<file path="src/rtl/stop_seq_pkg.sv">
package stop_seq_pkg;
  typedef enum logic [2:0] {
    ST_RUN   = 3'd0,
    ST_WAIT  = 3'd1,
    ST_ENTER = 3'd2,
    ST_STOP  = 3'd3,
    ST_WAKE  = 3'd4
  } seq_state_e;
endpackage

</file>
<file path="src/rtl/stop_idle_gate.sv">
module stop_idle_gate #(
  parameter int NUM_SRC = 2
) (
  input  logic [NUM_SRC-1:0] busy_i,
  output logic               idle_o
);
  // Entry may proceed only when no activity source is in flight.
  assign idle_o = ~|busy_i;
endmodule

</file>
<file path="src/rtl/stop_wake_timer.sv">
module stop_wake_timer #(
  parameter int CYCLES = 16
) (
  input  logic clk,
  input  logic rst,
  input  logic load_i,
  input  logic run_i,
  output logic zero_o
);
  localparam int CW = $clog2(CYCLES + 1);
  localparam logic [CW-1:0] LOAD_VAL = CW'(CYCLES - 1);

  logic [CW-1:0] cnt_q;

  always_ff @(posedge clk) begin
    if (rst)
      cnt_q <= '0;
    else if (load_i)
      cnt_q <= LOAD_VAL;
    else if (run_i && cnt_q != '0)
      cnt_q <= cnt_q - 1'b1;
  end

  assign zero_o = (cnt_q == '0);

  // a fresh load always starts a non-trivial window when CYCLES > 1
  a_r9_load_nonzero: assert property (@(posedge clk) disable iff (rst)
    (load_i && CYCLES > 1) |=> !zero_o);
endmodule

</file>
<file path="src/rtl/stop_seq_fsm.sv">
module stop_seq_fsm
  import stop_seq_pkg::*;
(
  input  logic       clk,
  input  logic       rst,
  input  logic       sleep_req_i,
  input  logic       deep_en_i,
  input  logic       idle_i,
  input  logic       wake_i,
  input  logic       osc_ready_i,
  input  logic       flash_ready_i,
  input  logic       timer_zero_i,
  input  logic       fpd_cfg_i,
  input  logic       lp_cfg_i,
  output seq_state_e state_q,
  output seq_state_e state_d,
  output logic       fpd_d,
  output logic       lp_d,
  output logic       timer_load_o,
  output logic       timer_run_o
);
  logic fpd_q, lp_q;
  logic wake_done;

  assign wake_done = osc_ready_i && (!fpd_q || (timer_zero_i && flash_ready_i));

  always_comb begin
    state_d = state_q;
    unique case (state_q)
      ST_RUN:   if (sleep_req_i && deep_en_i) state_d = ST_WAIT;
      ST_WAIT: begin
        if (wake_i)      state_d = ST_RUN;
        else if (idle_i) state_d = ST_ENTER;
      end
      ST_ENTER: state_d = ST_STOP;
      ST_STOP:  if (wake_i) state_d = ST_WAKE;
      ST_WAKE:  if (wake_done) state_d = ST_RUN;
      default:  state_d = ST_RUN;
    endcase
  end

  // Options are captured on the step into ENTER and held through stop.
  always_comb begin
    fpd_d = fpd_q;
    lp_d  = lp_q;
    if (state_q == ST_WAIT && state_d == ST_ENTER) begin
      fpd_d = fpd_cfg_i;
      lp_d  = lp_cfg_i;
    end
  end

  assign timer_load_o = (state_q == ST_STOP) && wake_i;
  assign timer_run_o  = (state_q == ST_WAKE);

  always_ff @(posedge clk) begin
    if (rst) begin
      state_q <= ST_RUN;
      fpd_q   <= 1'b0;
      lp_q    <= 1'b0;
    end else begin
      state_q <= state_d;
      fpd_q   <= fpd_d;
      lp_q    <= lp_d;
    end
  end

  // no entry while an access is in flight
  a_r3_hold_busy: assert property (@(posedge clk) disable iff (rst)
    (state_q == ST_WAIT && !wake_i && !idle_i) |=> state_q == ST_WAIT);
  // wakeup during wait cancels entry
  a_r7_cancel: assert property (@(posedge clk) disable iff (rst)
    (state_q == ST_WAIT && wake_i) |=> state_q == ST_RUN);
  // waking needs the oscillator ready
  a_r9_osc_wait: assert property (@(posedge clk) disable iff (rst)
    (state_q == ST_WAKE && !osc_ready_i) |=> state_q == ST_WAKE);
  // enter always proceeds to stop
  a_r4_enter_step: assert property (@(posedge clk) disable iff (rst)
    (state_q == ST_ENTER) |=> state_q == ST_STOP);
endmodule

</file>
<file path="src/rtl/stop_seq_outreg.sv">
module stop_seq_outreg
  import stop_seq_pkg::*;
(
  input  logic       clk,
  input  logic       rst,
  input  seq_state_e state_d,
  input  logic       fpd_d,
  input  logic       lp_d,
  input  logic       ext_d,
  input  logic       wdg_d,
  output logic [2:0] state_o,
  output logic       core_clk_en_o,
  output logic       hsi_en_o,
  output logic       fast_src_en_o,
  output logic       clk_sel_int_o,
  output logic       flash_pd_o,
  output logic       reg_lp_o,
  output logic       lsi_en_o
);
  logic running, stopped, fast_ok;

  assign running = (state_d == ST_RUN) || (state_d == ST_WAIT);
  assign stopped = (state_d == ST_STOP);
  assign fast_ok = running || (state_d == ST_ENTER);

  always_ff @(posedge clk) begin
    if (rst) begin
      state_o       <= 3'(ST_RUN);
      core_clk_en_o <= 1'b1;
      hsi_en_o      <= 1'b1;
      fast_src_en_o <= 1'b0;
      clk_sel_int_o <= 1'b1;
      flash_pd_o    <= 1'b0;
      reg_lp_o      <= 1'b0;
      lsi_en_o      <= 1'b0;
    end else begin
      state_o       <= 3'(state_d);
      core_clk_en_o <= running;
      hsi_en_o      <= !stopped;
      fast_src_en_o <= ext_d && fast_ok;
      clk_sel_int_o <= !ext_d;
      flash_pd_o    <= stopped && fpd_d;
      reg_lp_o      <= stopped && lp_d;
      lsi_en_o      <= wdg_d;
    end
  end

  // nothing high-speed runs in stop
  a_r4_stop_off: assert property (@(posedge clk) disable iff (rst)
    (state_o == 3'(ST_STOP)) |-> (!core_clk_en_o && !hsi_en_o && !fast_src_en_o));
  // regulator and flash are back up while waking
  a_r8_wake_up: assert property (@(posedge clk) disable iff (rst)
    (state_o == 3'(ST_WAKE)) |-> (!reg_lp_o && !flash_pd_o && hsi_en_o && !core_clk_en_o));
  // low-speed enable is sticky
  a_r11_lsi_sticky: assert property (@(posedge clk) disable iff (rst)
    lsi_en_o |=> lsi_en_o);
endmodule

</file>
<file path="src/rtl/stop_seq_ctrl.sv">
module stop_seq_ctrl
  import stop_seq_pkg::*;
#(
  parameter int FLASH_WAKE_CYCLES = 16
) (
  input  logic       clk,
  input  logic       rst,
  input  logic       sleep_req_i,
  input  logic       deep_en_i,
  input  logic       flash_pd_en_i,
  input  logic       lp_reg_en_i,
  input  logic       flash_busy_i,
  input  logic       bus_busy_i,
  input  logic       wake_i,
  input  logic       osc_ready_i,
  input  logic       flash_ready_i,
  input  logic       sel_ext_req_i,
  input  logic       wdg_start_i,
  output logic [2:0] state_o,
  output logic       core_clk_en_o,
  output logic       hsi_en_o,
  output logic       fast_src_en_o,
  output logic       clk_sel_int_o,
  output logic       flash_pd_o,
  output logic       reg_lp_o,
  output logic       lsi_en_o
);
  localparam int NUM_BUSY = 2;

  seq_state_e state_q, state_d;
  logic idle, fpd_d, lp_d, t_load, t_run, t_zero;
  logic ext_q, ext_d, wdg_q, wdg_d;

  stop_idle_gate #(.NUM_SRC(NUM_BUSY)) idle_i (
    .busy_i ({bus_busy_i, flash_busy_i}),
    .idle_o (idle)
  );

  stop_wake_timer #(.CYCLES(FLASH_WAKE_CYCLES)) timer_i (
    .clk    (clk),
    .rst    (rst),
    .load_i (t_load),
    .run_i  (t_run),
    .zero_o (t_zero)
  );

  stop_seq_fsm fsm_i (
    .clk           (clk),
    .rst           (rst),
    .sleep_req_i   (sleep_req_i),
    .deep_en_i     (deep_en_i),
    .idle_i        (idle),
    .wake_i        (wake_i),
    .osc_ready_i   (osc_ready_i),
    .flash_ready_i (flash_ready_i),
    .timer_zero_i  (t_zero),
    .fpd_cfg_i     (flash_pd_en_i),
    .lp_cfg_i      (lp_reg_en_i),
    .state_q       (state_q),
    .state_d       (state_d),
    .fpd_d         (fpd_d),
    .lp_d          (lp_d),
    .timer_load_o  (t_load),
    .timer_run_o   (t_run)
  );

  // Clock source: leaving for stop always falls back to the internal oscillator.
  always_comb begin
    ext_d = ext_q;
    if (state_q == ST_ENTER)
      ext_d = 1'b0;
    else if (state_q == ST_RUN && sel_ext_req_i)
      ext_d = 1'b1;
  end

  assign wdg_d = wdg_q || wdg_start_i;

  always_ff @(posedge clk) begin
    if (rst) begin
      ext_q <= 1'b0;
      wdg_q <= 1'b0;
    end else begin
      ext_q <= ext_d;
      wdg_q <= wdg_d;
    end
  end

  stop_seq_outreg out_i (
    .clk           (clk),
    .rst           (rst),
    .state_d       (state_d),
    .fpd_d         (fpd_d),
    .lp_d          (lp_d),
    .ext_d         (ext_d),
    .wdg_d         (wdg_d),
    .state_o       (state_o),
    .core_clk_en_o (core_clk_en_o),
    .hsi_en_o      (hsi_en_o),
    .fast_src_en_o (fast_src_en_o),
    .clk_sel_int_o (clk_sel_int_o),
    .flash_pd_o    (flash_pd_o),
    .reg_lp_o      (reg_lp_o),
    .lsi_en_o      (lsi_en_o)
  );

  // return from stop runs on the internal oscillator
  a_r10_wake_internal: assert property (@(posedge clk) disable iff (rst)
    ($past(state_o) == 3'(ST_WAKE) && state_o == 3'(ST_RUN)) |-> (clk_sel_int_o && !fast_src_en_o));
  // without deep enable the block stays in run
  a_r2_no_deep: assert property (@(posedge clk) disable iff (rst)
    (state_o == 3'(ST_RUN) && !deep_en_i && !sel_ext_req_i) |=> state_o == 3'(ST_RUN));
endmodule

</file>
<file path="config.mk">
export PLATFORM = sky130hd
export DESIGN_NAME = stop_seq_ctrl
export DESIGN_NICKNAME = d
export VERILOG_FILES = /design/src/rtl/stop_seq_pkg.sv /design/src/rtl/stop_idle_gate.sv /design/src/rtl/stop_wake_timer.sv /design/src/rtl/stop_seq_fsm.sv /design/src/rtl/stop_seq_outreg.sv /design/src/rtl/stop_seq_ctrl.sv
export SDC_FILE = /design/constraint.sdc
export NUM_CORES = 1
export LEC_CHECK = 0
export BUFFER_PORTS_ARGS = -buffer_cell sky130_fd_sc_hd__buf_2
export CELL_PAD_IN_SITES_DETAIL_PLACEMENT = 1
export CELL_PAD_IN_SITES_GLOBAL_PLACEMENT = 1
export CORE_MARGIN = 5
export CORE_UTILIZATION = 36
export CTS_CLUSTER_DIAMETER = 100
export DETAILED_ROUTE_END_ITERATION = 10
export GPL_ROUTABILITY_DRIVEN = 0
export PLACE_DENSITY_LB_ADDON = 0.1
export SETUP_SLACK_MARGIN = 0.3
export SYNTH_ARGS = -nofsm -noshare
export SYNTH_HDL_FRONTEND = slang
export SYNTH_HIERARCHICAL = 1
export SYNTH_SLANG_ARGS = --single-unit
</file>
<file path="constraint.sdc">
create_clock -name clk -period 1.86 [get_ports clk]
set_input_delay 0.279 -clock clk [delete_from_list [all_inputs] [get_ports clk]]
set_output_delay 0.279 -clock clk [all_outputs]
set_load 0.1 [all_outputs]
</file>
=== Yosys cells after proc, flatten, opt, wreduce, memory -nomap -nowiden ===
Index checks and enable logic that the tools add are counted.

* Add/subtract/negate cells: 1
* Multipliers: 0
* Div/mod/pow operators: 0
* Magnitude comparators: 0
* Eq/ne operators: 7
* Shifts and indexed selects: 0
* Muxes and demuxes: 12
* Bitwise operators: 0
* Reduce and logical (&&, ||, !) cells: 24

{| class="wikitable"
|+ Operator list
! operator !! count
|-
| $mux W3 || 5
|-
| $pmux W3 S5 || 1
|-
| $eq A3 B2 Y1 const B || 4
|-
| $logic_and A1 B1 Y1 || 10
|-
| $mux W4 || 2
|-
| $eq A3 B1 Y1 const B || 2
|-
| $logic_not A3 Y1 || 2
|-
| $logic_not A5 Y1 || 1
|-
| $reduce_bool A5 Y1 || 1
|-
| $sub A5 B1 Y5 const B || 1
|-
| $logic_or A1 B1 Y1 || 4
|-
| $mux W1 || 4
|-
| $reduce_or A2 Y1 || 2
|-
| $eq A3 B3 Y1 const B || 1
|-
| $logic_not A1 Y1 || 3
|-
| $reduce_bool A2 Y1 || 1
|}

* Register bits: 18
* Latch bits: 0
* Memory bits (writable): 0
* ROM bits: 0
* Bits of input ports: 13
* Output and inout port bits: 10
* Word-level logic and storage cells: 57
* Memories kept: 0

=== Longest topological paths before layout ===
Gate-level depths: netlist of run 1.

* Word-level depth: 10
* Depth in mapped cells: 9
* Depth with buffers taken out: 9

=== Modules after synthesis ===
The synthesis of run 1 kept the hierarchy.

{| class="wikitable"
|+ Modules (own cells, without submodules)
! module !! instances !! cells each !! area each (µm²)
|-
| stop_seq_fsm || 1 || 32 || 310.3
|-
| stop_wake_timer || 1 || 30 || 296.5
|-
| stop_seq_outreg || 1 || 22 || 282.8
|-
| stop_seq_ctrl || 1 || 9 || 92.6
|-
| stop_idle_gate || 1 || 1 || 3.8
|}

=== Least setup slack after synthesis of run 1 ===
OpenSTA, ideal clock, no wires.

* Path kind: reg2reg
* Start: reg timer_i.cnt_q[0]
* End: reg out_i.flash_pd_o
* Library setup time: 62 ps
* Data arrival time: 1,851 ps
* Setup slack: -53 ps
* Stages on the path, launching flop included: 10
* Cells stage by stage: dfxtp_1 -> inv_1 -> ha_1 -> or4b_4 -> inv_2 -> a21boi_0 -> o21ai_0 -> o21ai_0 -> nor2_2 -> and4_1

* Word-level cells in the longest chain between the ends: 10
* Elaborated cells on any way between the ends: 11

{| class="wikitable"
|+ RTL lines
! what !! line !! text
|-
| start: declaration || stop_wake_timer.sv:13 || <nowiki>logic [CW-1:0] cnt_q;</nowiki>
|-
| start signal: assignment || stop_wake_timer.sv:21 || <nowiki>cnt_q <= cnt_q - 1'b1;</nowiki>
|-
| $logic_not A5 Y1 (*) || stop_wake_timer.sv:24 || <nowiki>assign zero_o = (cnt_q == '0);</nowiki>
|-
| net t_zero || stop_seq_ctrl.sv:31 || <nowiki>logic idle, fpd_d, lp_d, t_load, t_run, t_zero;</nowiki>
|-
| $logic_and A1 B1 Y1 (*) || stop_seq_fsm.sv:25 || <nowiki>assign wake_done = osc_ready_i && (!fpd_q || (timer_zero_i && flash_ready_i));</nowiki>
|-
| $logic_or A1 B1 Y1 (*) || stop_seq_fsm.sv:25 ||
|-
| $logic_and A1 B1 Y1 (*) || stop_seq_fsm.sv:25 ||
|-
| $mux W3 (*) || stop_seq_fsm.sv:37 || <nowiki>ST_WAKE: if (wake_done) state_d = ST_RUN;</nowiki>
|-
| $pmux W3 S5 (*) || stop_seq_fsm.sv:29 || <nowiki>unique case (state_q)</nowiki>
|-
| net state_d[2] || stop_seq_ctrl.sv:30 || <nowiki>seq_state_e state_q, state_d;</nowiki>
|-
| $eq A3 B2 Y1 || stop_seq_fsm.sv:46 || <nowiki>if (state_q == ST_WAIT && state_d == ST_ENTER) begin</nowiki>
|-
| $logic_and A1 B1 Y1 || stop_seq_fsm.sv:46 ||
|-
| $mux W1 || stop_seq_fsm.sv:46 ||
|-
| $logic_and A1 B1 Y1 (*) || stop_seq_outreg.sv:42 || <nowiki>flash_pd_o <= stopped && fpd_d;</nowiki>
|-
| end signal: assignment || stop_seq_outreg.sv:42 ||
|-
| end: declaration || stop_seq_outreg.sv:16 || <nowiki>output logic flash_pd_o,</nowiki>
|}

The timed path passes the listed nets; every way through them passes the cells marked *.
A chain may end at the register's enable or synchronous reset.

=== Worst setup path after layout of run 1 ===
* Start: reg timer_i.cnt_q[0]
* End: reg out_i.state_o[2]

* Word-level cells in the longest chain between the ends: 6

{| class="wikitable"
|+ RTL lines
! what !! line !! text
|-
| $logic_not A5 Y1 || stop_wake_timer.sv:24 ||
|-
| net t_zero || stop_seq_ctrl.sv:31 ||
|-
| $logic_and A1 B1 Y1 || stop_seq_fsm.sv:25 ||
|-
| $logic_or A1 B1 Y1 || stop_seq_fsm.sv:25 ||
|-
| $logic_and A1 B1 Y1 || stop_seq_fsm.sv:25 ||
|-
| $mux W3 || stop_seq_fsm.sv:37 ||
|-
| $pmux W3 S5 || stop_seq_fsm.sv:29 ||
|-
| net state_d[2] || stop_seq_ctrl.sv:30 ||
|-
| end signal: assignment || stop_seq_outreg.sv:28 || <nowiki>state_o <= 3'(ST_RUN);</nowiki>
|-
| end signal: assignment || stop_seq_outreg.sv:37 || <nowiki>state_o <= 3'(state_d);</nowiki>
|-
| end: declaration || stop_seq_outreg.sv:11 || <nowiki>output logic [2:0] state_o,</nowiki>
|}

The timed path passes the listed nets, and every way through them passes these cells.

==> results of run 1 <==
## path summary, 6_finish.rpt
check	start	endpoint	slack, ns	cells past startpoint
min reg2reg	fsm_i/lp_q	fsm_i/lp_q	0.49	2
min	lp_reg_en_i	fsm_i/lp_q	0.25	3
max	timer_i/cnt_q[0]	out_i/state_o[2]	0.07	9
max reg2reg	timer_i/cnt_q[0]	out_i/state_o[2]	0.07	9
## cell usage in the layout, fill, tap and decap left out, types with 2 or more instances in the layout
cell / synthesis / final
and2b_1: 4 / 4
buf_4: 0 / 14
buf_6: 0 / 2
inv_4: 0 / 2
o21ai_2: 0 / 2
mux2i_1: 3 / 3
nor2_1: 4 / 4
nand2b_1: 5 / 5
inv_1: 8 / 6
dfxtp_1: 22 / 17
mux2_4: 2 / 2
nand3_1: 2 / 2
buf_2: 0 / 22
a21oi_1: 3 / 3
nor2b_1: 2 / 2
a211oi_2: 1 / 2
and4_1: 2 / 2
clkbuf_4: 0 / 3
nand2_1: 2 / 2
dfxtp_2: 0 / 5
nor3_1: 2 / 2
a211oi_1: 3 / 2
a21o_1: 2 / 2
## tightest hold or removal path, delay by kind of cell
kind	cells	cell delay, ns
buffers and inverters	1	0.10
multiplexers	1	0.07
AND/OR/NAND/NOR	1	0.06
## cell type report
type,count,area [µm²]
fill,301,1320
multi-input combinational,63,553
sequential,22,447
timing repair buffer,38,238
inverter,9,38.8
tap,31,38.8
clock inverter,1,30.0
clock buffer,3,22.5
## logic make-up after synthesis
family,synth area share (%)
adders and majority gates,2.54
muxes,6.09
buffers and inverters,3.43
DFF,44.7
and+or+nand+nor,27.0
AOI/OAI and AO/OA,16.2
## state kept, by name, indices dropped and copies added, names as in the netlist
signal               cells
out_i/flash_pd_o         1
ext_q                    1
wdg_q                    1
fsm_i/state_q            3
out_i/fast_src_en_o      1
timer_i/cnt_q            5
out_i/lsi_en_o           1
out_i/hsi_en_o           1
out_i/state_o            3
out_i/core_clk_en_o      1
out_i/clk_sel_int_o      1
out_i/reg_lp_o           1
fsm_i/lp_q               1
fsm_i/fpd_q              1
## metal layers
layer	up-vias	global-route usage [%]	wire length (µm)
li1	421	-	-
met1	420	14.4	1020
met2	17	25.4	1290
met3	2	3.78	151
met4	0	4.24	23
met5	-	0	0
## where the power goes
part	leakage (nW)	total [mW]	internal (mW)	switching, mW
Clock	0.0279	0.369	0.218	0.151
Combinational	0.373	0.180	0.0532	0.127
Sequential	0.182	0.501	0.490	0.0107
## timing repair
item	in CTS	in global routing
setup buffers	7	4
resized for setup	9	4
pin swaps	11	7
setup endpoints to repair	9	12
==> run metrics, run 1 <==
run status finished clean; Port Buf Inserts 22; syn nets about 110; Remaining DRCs 0; die extent in y roughly 62 µm; vias in the first global route between 900 and 1,000; Setup WS post-layout 0.0725 ns; Post-Layout Inst Area 1370 µm²; row count 19; die width a little over 60 µm; drt pass-1 iters 3; Reg clk slew, reported paths 0.13 ns; Worst Path Max Fanout 2; Syn-to-layout area delta 38.7%; crit end category flip-flop; Fin Hold WS between 0.2 and 0.25 ns; IR drop worst, VDD about 0.00050 V; CP cell instances inv_4, ha_4, or4b_4, inv_4, a21boi_2, o21ai_2, o21ai_2, buf_4, and2b_1; fin crit share between 90% and 100%; Post-Route Setup TNS 0 ns; CP Launch Type flip-flop; Peak Freq about 560 MHz; initial antenna violation count 0; fin cells between 150 and 200; Initial Utilization 36.7%; Cells after DPL approximately 150; Synth cell types 40; Vias between 800 and 900; Synth async-reset ratio 0%; layout net count ~150; sequential area share after synthesis between 40% and 50%; Post-synth EDFFs 0; leakage 0.583 nW; cell taking the most area after synthesis dfxtp_1; Post-Route WL 2490 µm; hpwl dp 1680 µm; family with the most delay on the worst path simple AND/OR/NAND/NOR gates; Worst Hold Class primary input to flip-flop; Maximum Capacitance Violations 0; Pins Over Slew Limit 0; cell area after synthesis 986 µm²; core area approximately 2700 µm²; first-pass GRT wire length 4370 µm; vias per inst 5.15; # hold bufs at CTS 0; clk_skew between 0.004 and 0.005 ns; Synth area leaders dfxtp_1 45%, nand2b_1 3.2%, mux2i_1 3.0%; CTS Buffer Depth 2; Post-DRT Antenna Nets 0; Hold Vio Cnt, Final 0; Placement Setup Slack a little under 0.01 ns; Slew HR about two thirds; clk_lat worst skew around 0.31 ns; post-synth top area share between 40 and 50%; Mapped Cells 94; CP peak stage delay approximately 0.48 ns; final setup fails 0; total CTS buffers 3; power per cell area 767 nW/µm²; overall routing resource usage ~14%; crit path DAT ~2.0 ns; CTS tree yes; share of cells above drive strength 1 about half; number of diodes 0; routed len/inst about 15 µm; register bit count reported by yosys 22; Worst Path Required 2.08 ns; htree depth 1; Pwr Total roughly 1.0 mW; CTS Root Cell clkbuf_4; Slew @ Worst Pin between 0.4 and 0.5 ns; unrepaired setup endpoints after global routing true; Core Util, Final between 50% and 60%; Avg Inst Size Synth 10.5 µm²; Setup CP Type flip-flop to flip-flop; area post-placement about 1200 µm²; top_reg_cell synth dfxtp_1; initial detailed-routing violation count 9; top-count cell post-synth dfxtp_1; largest net degree at the start of global routing 22; Tmin final 1.79 ns; CP bufs+invs 3; # IOs 23; Die ar. 3890 µm²; Commonest cells post-synth 22 x dfxtp_1, 8 x inv_1, 5 x nand2b_1; total gr overflow 0; Syn. warnings 6; CTS sink cnt 22; critical-path cell with the highest stage delay or4b_4
(Power assumes the default switching activity.)
==> inputs of run 2 (changes only) <==
--- a/config.mk
+++ b/config.mk
@@ -9,7 +9,8 @@
 export CELL_PAD_IN_SITES_DETAIL_PLACEMENT = 1
 export CELL_PAD_IN_SITES_GLOBAL_PLACEMENT = 1
 export CORE_MARGIN = 5
-export CORE_UTILIZATION = 36
+export CORE_UTILIZATION = 38
+export CTS_BUF_LIST = sky130_fd_sc_hd__clkbuf_2
 export CTS_CLUSTER_DIAMETER = 100
 export DETAILED_ROUTE_END_ITERATION = 10
 export GPL_ROUTABILITY_DRIVEN = 0
==> run 2 against run 1 <==
Against the previous run: combinational power barely moved; worst setup slack got worse by 0.034 ns; sequential share of layout area rose by 0.92 points; register-to-register slack got worse by 0.03 ns; critical path type unchanged; critical endpoint unchanged.
==> run metrics, run 2 (synthesis gave the netlist of run 1 again) <==
run status finished clean; Tmin final 1.82 ns (+0.0340 ns); Worst Path Max Fanout 3 (+1); leakage 0.563 nW (-3.4%); row count 18 (-1); commonest cells after routing, fill and taps aside 22 x buf_2, 18 x dfxtp_1, 14 x buf_4, 6 x inv_1, 5 x nand2b_1; CTS Root Cell clkbuf_2; # hold bufs at CTS 0 (unchanged); fin crit share 97.9% (+1.8 points); Pins Over Slew Limit 0 (unchanged); Pwr Total 0.873 mW (-17%); Largest regs timer_i/cnt_q: 5 flops, fsm_i/state_q: 3 flops, out_i/state_o: 3 flops; vias in the first global route 882 (-6.1%); routed len/inst 15.4 µm (+3.5%); Worst Hold Class primary input to flip-flop; final setup fails 0 (unchanged); clk_lat worst skew 0.31 ns (about the same); Peak Freq 549 MHz (-1.9%); worst hold start flash_pd_en_i; Fin Hold WS 0.207 ns (-0.0392 ns); Port Buf Inserts 22 (unchanged); Vias 844 (-1.9%); CTS tree yes; first-pass GRT wire length 4170 µm (-4.4%); max reg flops 5 (unchanged); Post-Layout Inst Area 1330 µm² (-3.0%); unrepaired setup endpoints after global routing true; Hold Crit Endpoint fsm_i/fpd_q; crit path DAT 2.06 ns (+0.06 ns); Hold Vio Cnt, Final 0 (unchanged); number of diodes 0 (unchanged); Setup CP Type flip-flop to flip-flop; Remaining DRCs 0 (unchanged); power per cell area 658 nW/µm² (-14%); crit end category flip-flop; Syn-to-layout area delta 34.5%; Slew @ Worst Pin 0.539 ns (+0.0488 ns); most common cell after layout, fill and taps aside buf_2; Post-Route WL 2550 µm (+2.3%); # IOs 23 (unchanged); Cells after DPL 150 (-1.3%); vias per inst 5.12 (-0.67%); Worst Path Required 2.10 ns (+0.02 ns); overall routing resource usage 15.3% (+1.7 points); core area 2480 µm² (-7.8%); WHS Path Cells 3 (unchanged); Die ar. 3710 µm² (-4.4%); Reg clk slew, reported paths 0.21 ns (+0.08 ns); die width 60.9 µm (-2.2%); Top reg by flops timer_i/cnt_q; largest net degree at the start of global routing 22 (unchanged); area post-placement 1180 µm² (-0.74%); initial detailed-routing violation count 14 (+5); Maximum Capacitance Violations 0 (unchanged); initial antenna violation count 0 (unchanged); hpwl dp 1650 µm (-1.6%); CTS Buffer Depth 2 (unchanged); worst-case reg-to-reg path depth 9 (unchanged); CTS sink cnt 22 (unchanged); fin cells 165 (-1.2%); Slew HR 64.1% (-3.5 points); reg2reg start timer_i/cnt_q[1]; total gr overflow 0 (unchanged); die extent in y 60.9 µm (-2.2%); drt pass-1 iters 4 (+1); flop2flop setup slack 0.04 ns (-0.03 ns); layout net count 151 (-0.66%); Post-DRT Antenna Nets 0 (unchanged); total CTS buffers 3 (unchanged); IR drop worst, VDD 0.000403 V (-19%); clk_skew 0.00197 ns (-0.00241 ns); htree depth 1 (unchanged); CP Launch Type flip-flop; share of cells above drive strength 1 48.9% (-1.1 points); Initial Utilization 39.8% (+3.1 points); worst r2r dst out_i/state_o[2]; Core Util, Final 53.5% (+2.6 points)
[run 2: power by group]
part | leakage (nW) | internal, mW | switching (mW)
Combinational | 0.368 | 0.0528 | 0.128
Clock | 0.0140 | 0.0468 | 0.142
Sequential | 0.181 | 0.491 | 0.0126
[run 2: what timing repair did]
item | CTS | global route
setup endpoints to repair | 9 | 12
pin swaps | 7 | 4
setup buffers | 10 | 1
gates resized for setup | 10 | 3
gates cloned | 0 | 0
[run 2: per-layer routing]
layer | up-vias | GRT usage [%] | part of all wire [%]
li1 | 421 | - | -
met1 | 408 | 19.4 | 44
met2 | 13 | 26.1 | 51
met3 | 2 | 2.98 | 4.1
met4 | 0 | 4.64 | 0.63
met5 | - | 0 | 0
[run 2: cell type report]
class	instances	area, µm²
tap	30	37.5
fill	304	1150
timing repair buffer	37	226
clock buffer	3	15.0
inverter	9	38.8
sequential	22	445
clock inverter	1	3.75
multi-input combinational	63	559
[run 2: stage by stage]
stage                     setup TNS (ns)  setup slack (ns)
after floorplan                        0             0.102
after global placement                 0            0.0367
after detailed placement         -0.0809           -0.0380
after CTS                              0            0.0775
after global routing              -0.185           -0.0656
final                                  0            0.0385
[run 2: worst max path at each step]
stage,from,end,slack (ns),depth (start not counted)
6_report,timer_i/cnt_q[1],out_i/state_o[2],0.04,9
5_1_grt,timer_i/cnt_q[0],out_i/reg_lp_o,-0.07,9
4_1_cts,timer_i/cnt_q[0],out_i/flash_pd_o,0.08,9
3_5_place_dp,timer_i/cnt_q[0],out_i/flash_pd_o,-0.04,9
3_3_place_gp,timer_i/cnt_q[0],out_i/flash_pd_o,0.04,9
2_1_floorplan,timer_i/cnt_q[1],out_i/flash_pd_o,0.10,9
[run 2: critical path, cell delays in order, from the launching register on]
cell      delay [ns]
dfxtp_2         0.37
inv_2           0.07
ha_4            0.13
or4b_4          0.49
inv_4           0.07
a21boi_2        0.05
o21ai_2         0.17
o21ai_2         0.10
buf_4           0.14
and2b_1         0.15
